`src/rtl/mmu_reg_pkg.sv`:
```
package mmu_reg_pkg;

  localparam int NUM_REGS = 9;
  localparam int IDX_W    = $clog2(NUM_REGS);

  localparam int IX_CTRL   = 0;
  localparam int IX_PTEHI  = 1;
  localparam int IX_PTELO  = 2;
  localparam int IX_PTEAST = 3;
  localparam int IX_TBASE  = 4;
  localparam int IX_FAULT  = 5;
  localparam int IX_TRAP   = 6;
  localparam int IX_EXCEVT = 7;
  localparam int IX_INTEVT = 8;

  typedef struct packed {
    logic [NUM_REGS-1:0] wrSel;
    logic                rdEn;
    logic                rdHit;
    logic [IDX_W-1:0]    rdIdx;
  } strobe_t;

endpackage

```
`src/rtl/mmu_reg_ctrl.sv`:
```
module mmu_reg_ctrl
  import mmu_reg_pkg::*;
#(
  parameter int ADDR_W = 4
) (
  input  logic              clk,
  input  logic              rstN,
  input  logic              wrEn,
  input  logic              rdEn,
  input  logic [ADDR_W-1:0] addr,
  output strobe_t           strb,
  output logic              accErr
);

  logic hit;
  assign hit = (addr < ADDR_W'(NUM_REGS));

  for (genvar i = 0; i < NUM_REGS; i++) begin : g_wrSel
    assign strb.wrSel[i] = wrEn && (addr == ADDR_W'(i));
  end

  assign strb.rdEn  = rdEn;
  assign strb.rdHit = hit;
  assign strb.rdIdx = IDX_W'(addr);

  always_ff @(posedge clk or negedge rstN) begin
    if (!rstN) accErr <= 1'b0;
    else       accErr <= (wrEn || rdEn) && !hit;
  end


  err_cause_chk: assert property (@(posedge clk) disable iff (!rstN)
    accErr |-> ($past(addr) >= ADDR_W'(NUM_REGS)));


  wr_onehot_chk: assert property (@(posedge clk) disable iff (!rstN)
    $onehot0(strb.wrSel));

endmodule

```
`src/rtl/mmu_reg_dp.sv`:
```
module mmu_reg_dp
  import mmu_reg_pkg::*;
#(
  parameter int DATA_W   = 32,
  parameter int ASID_W   = 8,
  parameter int CODE_W   = 11,
  parameter int ASSIST_W = 4,
  parameter int TI_BIT   = 2
) (
  input  logic              clk,
  input  logic              rstN,
  input  strobe_t           strb,
  input  logic [DATA_W-1:0] wdata,
  output logic [DATA_W-1:0] rdata,
  output logic              tlbInvalidate,
  output logic              tlbFlush
);

  localparam logic [DATA_W-1:0] CODE_KEEP   = {{(DATA_W-CODE_W){1'b0}}, {CODE_W{1'b1}}};
  localparam logic [DATA_W-1:0] ASSIST_KEEP = {{(DATA_W-ASSIST_W){1'b0}}, {ASSIST_W{1'b1}}};
  localparam logic [DATA_W-1:0] CTRL_KEEP   = ~(DATA_W'(1) << TI_BIT);

  function automatic logic [DATA_W-1:0] keepOf(int idx);
    case (idx)
      IX_CTRL:                       keepOf = CTRL_KEEP;
      IX_PTEAST:                     keepOf = ASSIST_KEEP;
      IX_TRAP, IX_EXCEVT, IX_INTEVT: keepOf = CODE_KEEP;
      default:                       keepOf = '1;
    endcase
  endfunction

  logic [DATA_W-1:0] regQ [NUM_REGS];
  logic [DATA_W-1:0] rdataQ;
  logic              invQ;
  logic              flushQ;
  logic              asidChange;

  for (genvar i = 0; i < NUM_REGS; i++) begin : g_reg
    localparam logic [DATA_W-1:0] KEEP = keepOf(i);
    always_ff @(posedge clk or negedge rstN) begin
      if (!rstN)               regQ[i] <= '0;
      else if (strb.wrSel[i])  regQ[i] <= wdata & KEEP;
    end
  end

  assign asidChange = (wdata[ASID_W-1:0] != regQ[IX_PTEHI][ASID_W-1:0]);

  always_ff @(posedge clk or negedge rstN) begin
    if (!rstN) begin
      invQ   <= 1'b0;
      flushQ <= 1'b0;
    end else begin
      invQ   <= strb.wrSel[IX_CTRL] && wdata[TI_BIT];
      flushQ <= strb.wrSel[IX_PTEHI] && asidChange;
    end
  end

  always_ff @(posedge clk or negedge rstN) begin
    if (!rstN)          rdataQ <= '0;
    else if (strb.rdEn) rdataQ <= strb.rdHit ? regQ[strb.rdIdx] : '0;
  end

  assign rdata         = rdataQ;
  assign tlbInvalidate = invQ;
  assign tlbFlush      = flushQ;


  inv_cause_chk: assert property (@(posedge clk) disable iff (!rstN)
    tlbInvalidate |-> $past(strb.wrSel[IX_CTRL] && wdata[TI_BIT]));


  ti_read_zero_chk: assert property (@(posedge clk) disable iff (!rstN)
    (strb.rdEn && strb.rdHit && strb.rdIdx == IDX_W'(IX_CTRL)) |=> !rdataQ[TI_BIT]);


  flush_same_asid_chk: assert property (@(posedge clk) disable iff (!rstN)
    (strb.wrSel[IX_PTEHI] && wdata[ASID_W-1:0] == regQ[IX_PTEHI][ASID_W-1:0]) |=> !tlbFlush);


  ptehi_store_chk: assert property (@(posedge clk) disable iff (!rstN)
    strb.wrSel[IX_PTEHI] |=> (regQ[IX_PTEHI] == $past(wdata)));


  assist_read_chk: assert property (@(posedge clk) disable iff (!rstN)
    (strb.rdEn && strb.rdHit && strb.rdIdx == IDX_W'(IX_PTEAST))
      |=> (rdataQ[DATA_W-1:ASSIST_W] == '0));


  rdata_hold_chk: assert property (@(posedge clk) disable iff (!rstN)
    !strb.rdEn |=> $stable(rdataQ));


  miss_read_zero_chk: assert property (@(posedge clk) disable iff (!rstN)
    (strb.rdEn && !strb.rdHit) |=> (rdataQ == '0));

endmodule

```
`src/rtl/mmu_reg_bank.sv`:
```
module mmu_reg_bank
  import mmu_reg_pkg::*;
#(
  parameter int ADDR_W   = 4,
  parameter int DATA_W   = 32,
  parameter int ASID_W   = 8,
  parameter int CODE_W   = 11,
  parameter int ASSIST_W = 4,
  parameter int TI_BIT   = 2
) (
  input  logic              clk,
  input  logic              rstN,
  input  logic              wrEn,
  input  logic              rdEn,
  input  logic [ADDR_W-1:0] addr,
  input  logic [DATA_W-1:0] wdata,
  output logic [DATA_W-1:0] rdata,
  output logic              tlbInvalidate,
  output logic              tlbFlush,
  output logic              accErr
);

  strobe_t strb;

  mmu_reg_ctrl #(.ADDR_W(ADDR_W)) u_ctrl (
    .clk    (clk),
    .rstN   (rstN),
    .wrEn   (wrEn),
    .rdEn   (rdEn),
    .addr   (addr),
    .strb   (strb),
    .accErr (accErr)
  );

  mmu_reg_dp #(
    .DATA_W   (DATA_W),
    .ASID_W   (ASID_W),
    .CODE_W   (CODE_W),
    .ASSIST_W (ASSIST_W),
    .TI_BIT   (TI_BIT)
  ) u_dp (
    .clk           (clk),
    .rstN          (rstN),
    .strb          (strb),
    .wdata         (wdata),
    .rdata         (rdata),
    .tlbInvalidate (tlbInvalidate),
    .tlbFlush      (tlbFlush)
  );

endmodule

```
`config.mk`:
```
export PLATFORM = sky130hd
export DESIGN_NAME = mmu_reg_bank
export DESIGN_NICKNAME = d
export VERILOG_FILES = /design/src/rtl/mmu_reg_pkg.sv /design/src/rtl/mmu_reg_ctrl.sv /design/src/rtl/mmu_reg_dp.sv /design/src/rtl/mmu_reg_bank.sv
export SDC_FILE = /design/constraint.sdc
export NUM_CORES = 1
export LEC_CHECK = 0
export BUFFER_PORTS_ARGS = -buffer_cell sky130_fd_sc_hd__buf_2
export CORE_UTILIZATION = 35
export CTS_BUF_LIST = sky130_fd_sc_hd__clkbuf_8
export CTS_CLUSTER_DIAMETER = 80
export DETAILED_ROUTE_END_ITERATION = 10
export PLACE_DENSITY_LB_ADDON = 0.15
export SYNTH_ARGS = -nofsm -noshare
export SYNTH_HDL_FRONTEND = slang
export SYNTH_SLANG_ARGS = --single-unit
```
`constraint.sdc`:
```
create_clock -name clk -period 1.2 [get_ports clk]
set_clock_uncertainty 0.15 [all_clocks]
set_input_delay 0.06 -clock clk [delete_from_list [all_inputs] [get_ports clk]]
set_output_delay 0.06 -clock clk [all_outputs]
set_load 0.01 [all_outputs]
```
# [Yosys cells after proc, flatten, opt, wreduce, memory -nomap -nowiden]
# Index checks and enable logic that the tools add are counted.
[totals] register_bits=231 inputBits=40 out_inout_bits=35 wordCells=44
[op_classes] n_lt_le_gt_ge=2 eq_ne=9 mux=4 bitwise=1 reduce_logical=15
[ops] operator="32-bit binary-select mux with 4-bit select" count=1
[ops] operator="32-bit 2-to-1 mux" count=3
[ops] operator="4-bit by 3-bit == test with 1-bit output (second input constant)" count=4
[ops] operator="1-bit logical AND" count=12
[ops] operator="4-bit by 2-bit == test with 1-bit output (second input constant)" count=2
[ops] operator="8-bit != test" count=1
[ops] operator="5-bit greater-or-equal comparator (second input constant)" count=1
[ops] operator="4-bit inverter with 5-bit output" count=1
[ops] operator="4-bit by 1-bit == test with 1-bit output (second input constant)" count=1
[ops] operator="4-bit == test (second input constant)" count=1
[ops] operator="4-bit logical NOT" count=1
[ops] operator="4-bit < comparator (second input constant)" count=1
[ops] operator="1-bit logical NOT" count=1
[ops] operator="1-bit logical OR" count=1

# [Longest topological paths before layout]
[logic_depth] word_depth=5 mapped_depth=7 ltp_nobuf=4

# [Modules after synthesis]
# From an unflattened synthesis, not the netlist that was laid out.
[unflattened] cells_unflattened=699 area_unflattened_um2=10286.1
[modules_own_cells] mod="mmu_reg_dp" instances=1 cells_each=674 area_per_inst_um2=10117.2 seq_area_each_um2=5755.5
[modules_own_cells] mod="mmu_reg_ctrl" instances=1 cells_each=25 area_per_inst_um2=168.9 seq_area_each_um2=25.0

# [Worst setup path before layout]
# OpenSTA, ideal clock, no wires.
[synth_path] kind="input -> register" from="in addr[0]" to="reg u_dp.regQ[0] in the netlist's numbering" setup_ns=0.125 arrival_time_ns=1.238 required_ns=0.925 path_slack_ns=-0.313 stages=7 path_buffers=3 cell_sequence="buf_6 -> or2_1 -> buf_6 -> nor2_4 -> and3_4 -> buf_6 -> mux2_4"
[synth_between] elab_chain_len=2
[synth_lines] item="from (decl)" line_no="mmu_reg_bank.sv:15" text="input logic [ADDR_W-1:0] addr,"
[synth_lines] item="4-bit == test" line_no="mmu_reg_ctrl.sv:19" text="assign strb.wrSel[i] = wrEn && (addr == ADDR_W'(i));"
[synth_lines] item="1-bit logical AND" line_no="mmu_reg_ctrl.sv:19"
[synth_lines] item="to (signal, indexed assignment)" line_no="mmu_reg_dp.sv:42" text="else if (strb.wrSel[i]) regQ[i] <= wdata & KEEP;"
[synth_lines] item="to (decl)" line_no="mmu_reg_dp.sv:32" text="logic [DATA_W-1:0] regQ [NUM_REGS];"
# Every way passes these cells.
# A chain may end at the register's enable or synchronous reset.

# [Final worst setup path]
[layout_path] from="reg u_dp.regQ[39] in the netlist's numbering" to="reg u_dp.rdataQ[7] (netlist: u_dp.rdata[7])"
[layout_between] elab_chain_len=4
[layout_lines] item="32-bit binary-select mux with 4-bit select" line_no="mmu_reg_dp.sv:60" text="else if (strb.rdEn) rdataQ <= strb.rdHit ? regQ[strb.rdIdx] : '0;"
[layout_lines] item="32-bit 2-to-1 mux (not written as such) (2 in a row)" line_no="mmu_reg_dp.sv:60"
[layout_lines] item="32-bit 2-to-1 mux" line_no="mmu_reg_dp.sv:60"
[layout_lines] item="to (signal assigned)" line_no="mmu_reg_dp.sv:60"
[layout_lines] item="to (decl)" line_no="mmu_reg_dp.sv:33" text="logic [DATA_W-1:0] rdataQ;"
# Every way passes these cells. The select of a mux whose other input is x is not followed.

==> impl_metrics.yaml <==
run_status:
  run_status: "complete, but fails checks"
  violations_in_the_final_reports: "hold timing, setup timing"
floorplan:
  core.rowCount: 62
  initial_core_util: 0.360
  fp.dieH_um: 175
  placeableCoreArea_mm2: 0.0290
  floorplan.die_area_mm2: 0.0305
  die_width_um: 175
  num_io_pins: 75
cells_and_area:
  net_total_in_the_final_layout: 997
  fillers: 2608
  area.growth.synth_to_final_pct: 32.2
  antennaDiodeCount: 0
  final_util: 0.476
  layout-drive-gt1-share: 0.497
place:
  port-buffer-count: 74
  gp_congestion: 0.766
  post-dp-hpwl_mm: 18.2
synthesis:
  synth_largest_type_area_fraction: 0.553
  mappedNetlistNets: 779
  synth_simple_gate_area_frac: 0.0518
  synth_top_area_cell: "sky130_fd_sc_hd__dfrtp_1"
  yosysSeqAreaShare: 0.553
  syn_inst: 739
  post_synth_xor_area_fraction: 0.00671
  netlist-cell-type-count: 34
  compound_gate_portion_of_the_synthesized_area: 0.0556
  synth_top_family_by_area: "multiplexers"
  mappedNetlistArea_mm2: 0.0104
  synth.mux.area_fraction: 0.300
  yosys.area_share.adder: 0
  synth_top_cells_by_area: "sky130_fd_sc_hd__dfrtp_1, sky130_fd_sc_hd__mux2_2, sky130_fd_sc_hd__mux2i_1"
  syn_warnings: 0
  ys_ff_latch: 231
  post_synth.cell_area_avg_um2: 14.1
sta:
  worst_slack_ns: -0.194
  timing_hold_violations_final: 24
  relSlewSlack: 0.745
  achievable-frequency_mhz: 717
  finalCritPeriodShare: 1.16
  grt_setup_unrepaired: "true"
  worst_hold_slack_ns: -0.159
  timing.setup.tns_ns: -4.10
  worst-slew-pin-transition_ns: 0.383
  final_max_slew_viols: 0
  setup_viol: 47
  final.min_clock_period_ns: 1.39
critical_path:
  timing.critical_path.required_ns: 1.45
  critPathMaxFanout: 2
  worst_ep_arrival_time_ns: 1.65
  criticalPathCategory: "reg2reg"
  critPathCaptureType: "flip-flop"
  timing.critical_path.from_type: "flip-flop"
global_route:
  grt_start_max_net_pins: 53
  track_usage: 0.189
  grt_first_pass_wirelength_mm: 44.5
  grt-ovfl-total: 0
  vias_in_the_first_global_route: 7695
  antenna_found_initial: 0
detailed_routing:
  drc: 0
  first_pass_iteration_count_of_the_detailed_router: 4
  drt_first_iter_violations: 284
  ant_nets: 0
  route.vias.total: 6835
  routed_wl_mm: 28.4
  routed_wire_length_per_instance_um: 20.7
  post_drt_via_cell_ratio: 5.00
cts:
  cts_buffers: 42
  cts.reportedPaths.clkPinSlew_ns: 0.06
  clock_tree_from_tritoncts: "built"
  clock_tree.htree_level_count: 2
  clock_sinks: 231
  clk_root_buffer_cell: "sky130_fd_sc_hd__clkbuf_8"
  clkLatencyLatePin_ns: 0.53
  post_cts_hold_buffer_count: 38
  cts_max_path_buffers: 3
power_and_ir_drop:
  ir_drop_mv: 0.572
  total_leakage_power_uw: 0.00651
  powerDensity_mw_per_mm2: 1610
  power_uw: 22200
job:
  timing.max_cap.violations: 0
min_path:
  worstHoldPathType: "in2async"
area by class of cell:
| type | count | area (um^2) | share of cell area |
|---|---|---|---|
| repair buffers | 231 | 2070 | 0.150 |
| flip-flops and latches | 231 | 5780 | 0.419 |
| clock inverters | 17 | 67.6 | 0.00489 |
| clock buffers | 54 | 743 | 0.0538 |
| multi-input cells | 451 | 4660 | 0.338 |
| well taps | 384 | 480 | 0.0348 |
where the power goes:
group	switching [uW]	total [uW]	internal [uW]
clock	3140	7130	3990
sequential	946	10400	9470
combinational	1740	4620	2880
what timing repair did:
action	4_1_cts	5_1_grt
gates cloned	0	5
gates resized for setup	24	15
hold endpoints to repair	441	24
endpoints found under the setup margin	47	63
pin swaps	14	18
setup buffers	15	5
cells in the final DEF, fill, tap and decap left out, types with 3 or more instances in the layout:
cell                            count
sky130_fd_sc_hd__nor2_4             3
sky130_fd_sc_hd__buf_4             92
sky130_fd_sc_hd__nand2_1            5
sky130_fd_sc_hd__inv_1             16
sky130_fd_sc_hd__mux2i_1           56
sky130_fd_sc_hd__nor2_1            31
sky130_fd_sc_hd__dfrtp_1          231
sky130_fd_sc_hd__a21oi_1           21
sky130_fd_sc_hd__mux2_2           108
sky130_fd_sc_hd__o22ai_1            3
sky130_fd_sc_hd__nor2b_1           11
sky130_fd_sc_hd__a21oi_2           14
sky130_fd_sc_hd__mux2_4            86
sky130_fd_sc_hd__o31ai_1            5
sky130_fd_sc_hd__buf_6              7
sky130_fd_sc_hd__a21boi_0           7
sky130_fd_sc_hd__o21ai_1            4
sky130_fd_sc_hd__buf_12            24
sky130_fd_sc_hd__nand2b_1          23
sky130_fd_sc_hd__clkbuf_16          4
sky130_fd_sc_hd__buf_2             65
sky130_fd_sc_hd__dlygate4sd3_1     37
sky130_fd_sc_hd__o21ai_0            4
sky130_fd_sc_hd__clkbuf_8          54
sky130_fd_sc_hd__a211oi_1           7
sky130_fd_sc_hd__xor2_1             8
sky130_fd_sc_hd__o221ai_1          19
sky130_fd_sc_hd__mux4_2            11
cells in the mapped netlist, drive strengths merged:
cell type / count
or2: 1
nor4: 2
nor2: 35
mux2: 196
a21boi: 7
mux2i: 56
xor2: 8
dfrtp: 231
mux4: 11
nand2: 6
nor2b: 12
o22ai: 3
nor3b: 2
buf: 35
a211oi: 7
nand2b: 25
nand3b: 3
o221ai: 21
and3: 3
a21oi: 36
o21ai: 8
and2b: 1
clkbuf: 22
and3b: 1
o31ai: 7
flip-flops by register name, indices dropped and copies added, names as in the netlist:
name	count
u_ctrl.accErr	1
u_dp.tlbFlush	1
u_dp.rdata	32
u_dp.regQ	196
u_dp.tlbInvalidate	1
critical path: stages, from the launching register on:
cell,delay (ns)
sky130_fd_sc_hd__dfrtp_1,0.38
sky130_fd_sc_hd__mux4_2,0.49
sky130_fd_sc_hd__a21oi_2,0.17
sky130_fd_sc_hd__o31ai_1,0.08
logic make-up (layout without fill, tap and decap cells):
group | after synthesis | after routing
flip-flops | 231 | 231
AND/OR/NAND/NOR | 91 | 91
buffers and inverters | 57 | 302
AO/OA/AOI/OAI | 89 | 89
multiplexers | 263 | 263
XOR/XNOR | 8 | 8
through the flow:
step / worst slack [ns] / cell area, um^2 / std cells
final: -0.194 / 13800 / 1368
after global routing: -0.224 / 13800 / 1368
after CTS: -0.167 / 13600 / 1359
after detailed placement: -0.447 / 12200 / 1235
after global placement: -0.407 / 12200 / 1235
after floorplan: -0.299 / 10800 / 739
per-layer routing:
layer  vias up  global-route usage  share of wire
met5         -                   0              0
met4         0              0.0558          0.019
met3        40              0.0339          0.043
met2       128               0.321           0.50
met1      3564               0.245           0.44
li1       3103                   -              -
path summary, 6_finish.rpt:
kind | from | to | slack, ns | depth (start not counted)
worst max-delay path | u_dp.regQ[39] | u_dp.rdata[7] | -0.19 | 3
worst min-delay path | rstN | u_dp.regQ[106] | -0.16 | 2
worst max register to register | u_dp.regQ[39] | u_dp.rdata[7] | -0.19 | 3
worst min register to register | u_dp.regQ[256] | u_dp.regQ[256] | 0.34 | 1
max in group asynchronous | rstN | u_dp.regQ[231] | 0.47 | 3
min in group clk | addr[2] | u_ctrl.accErr | 0.04 | 5
(Power assumes the default switching activity.)
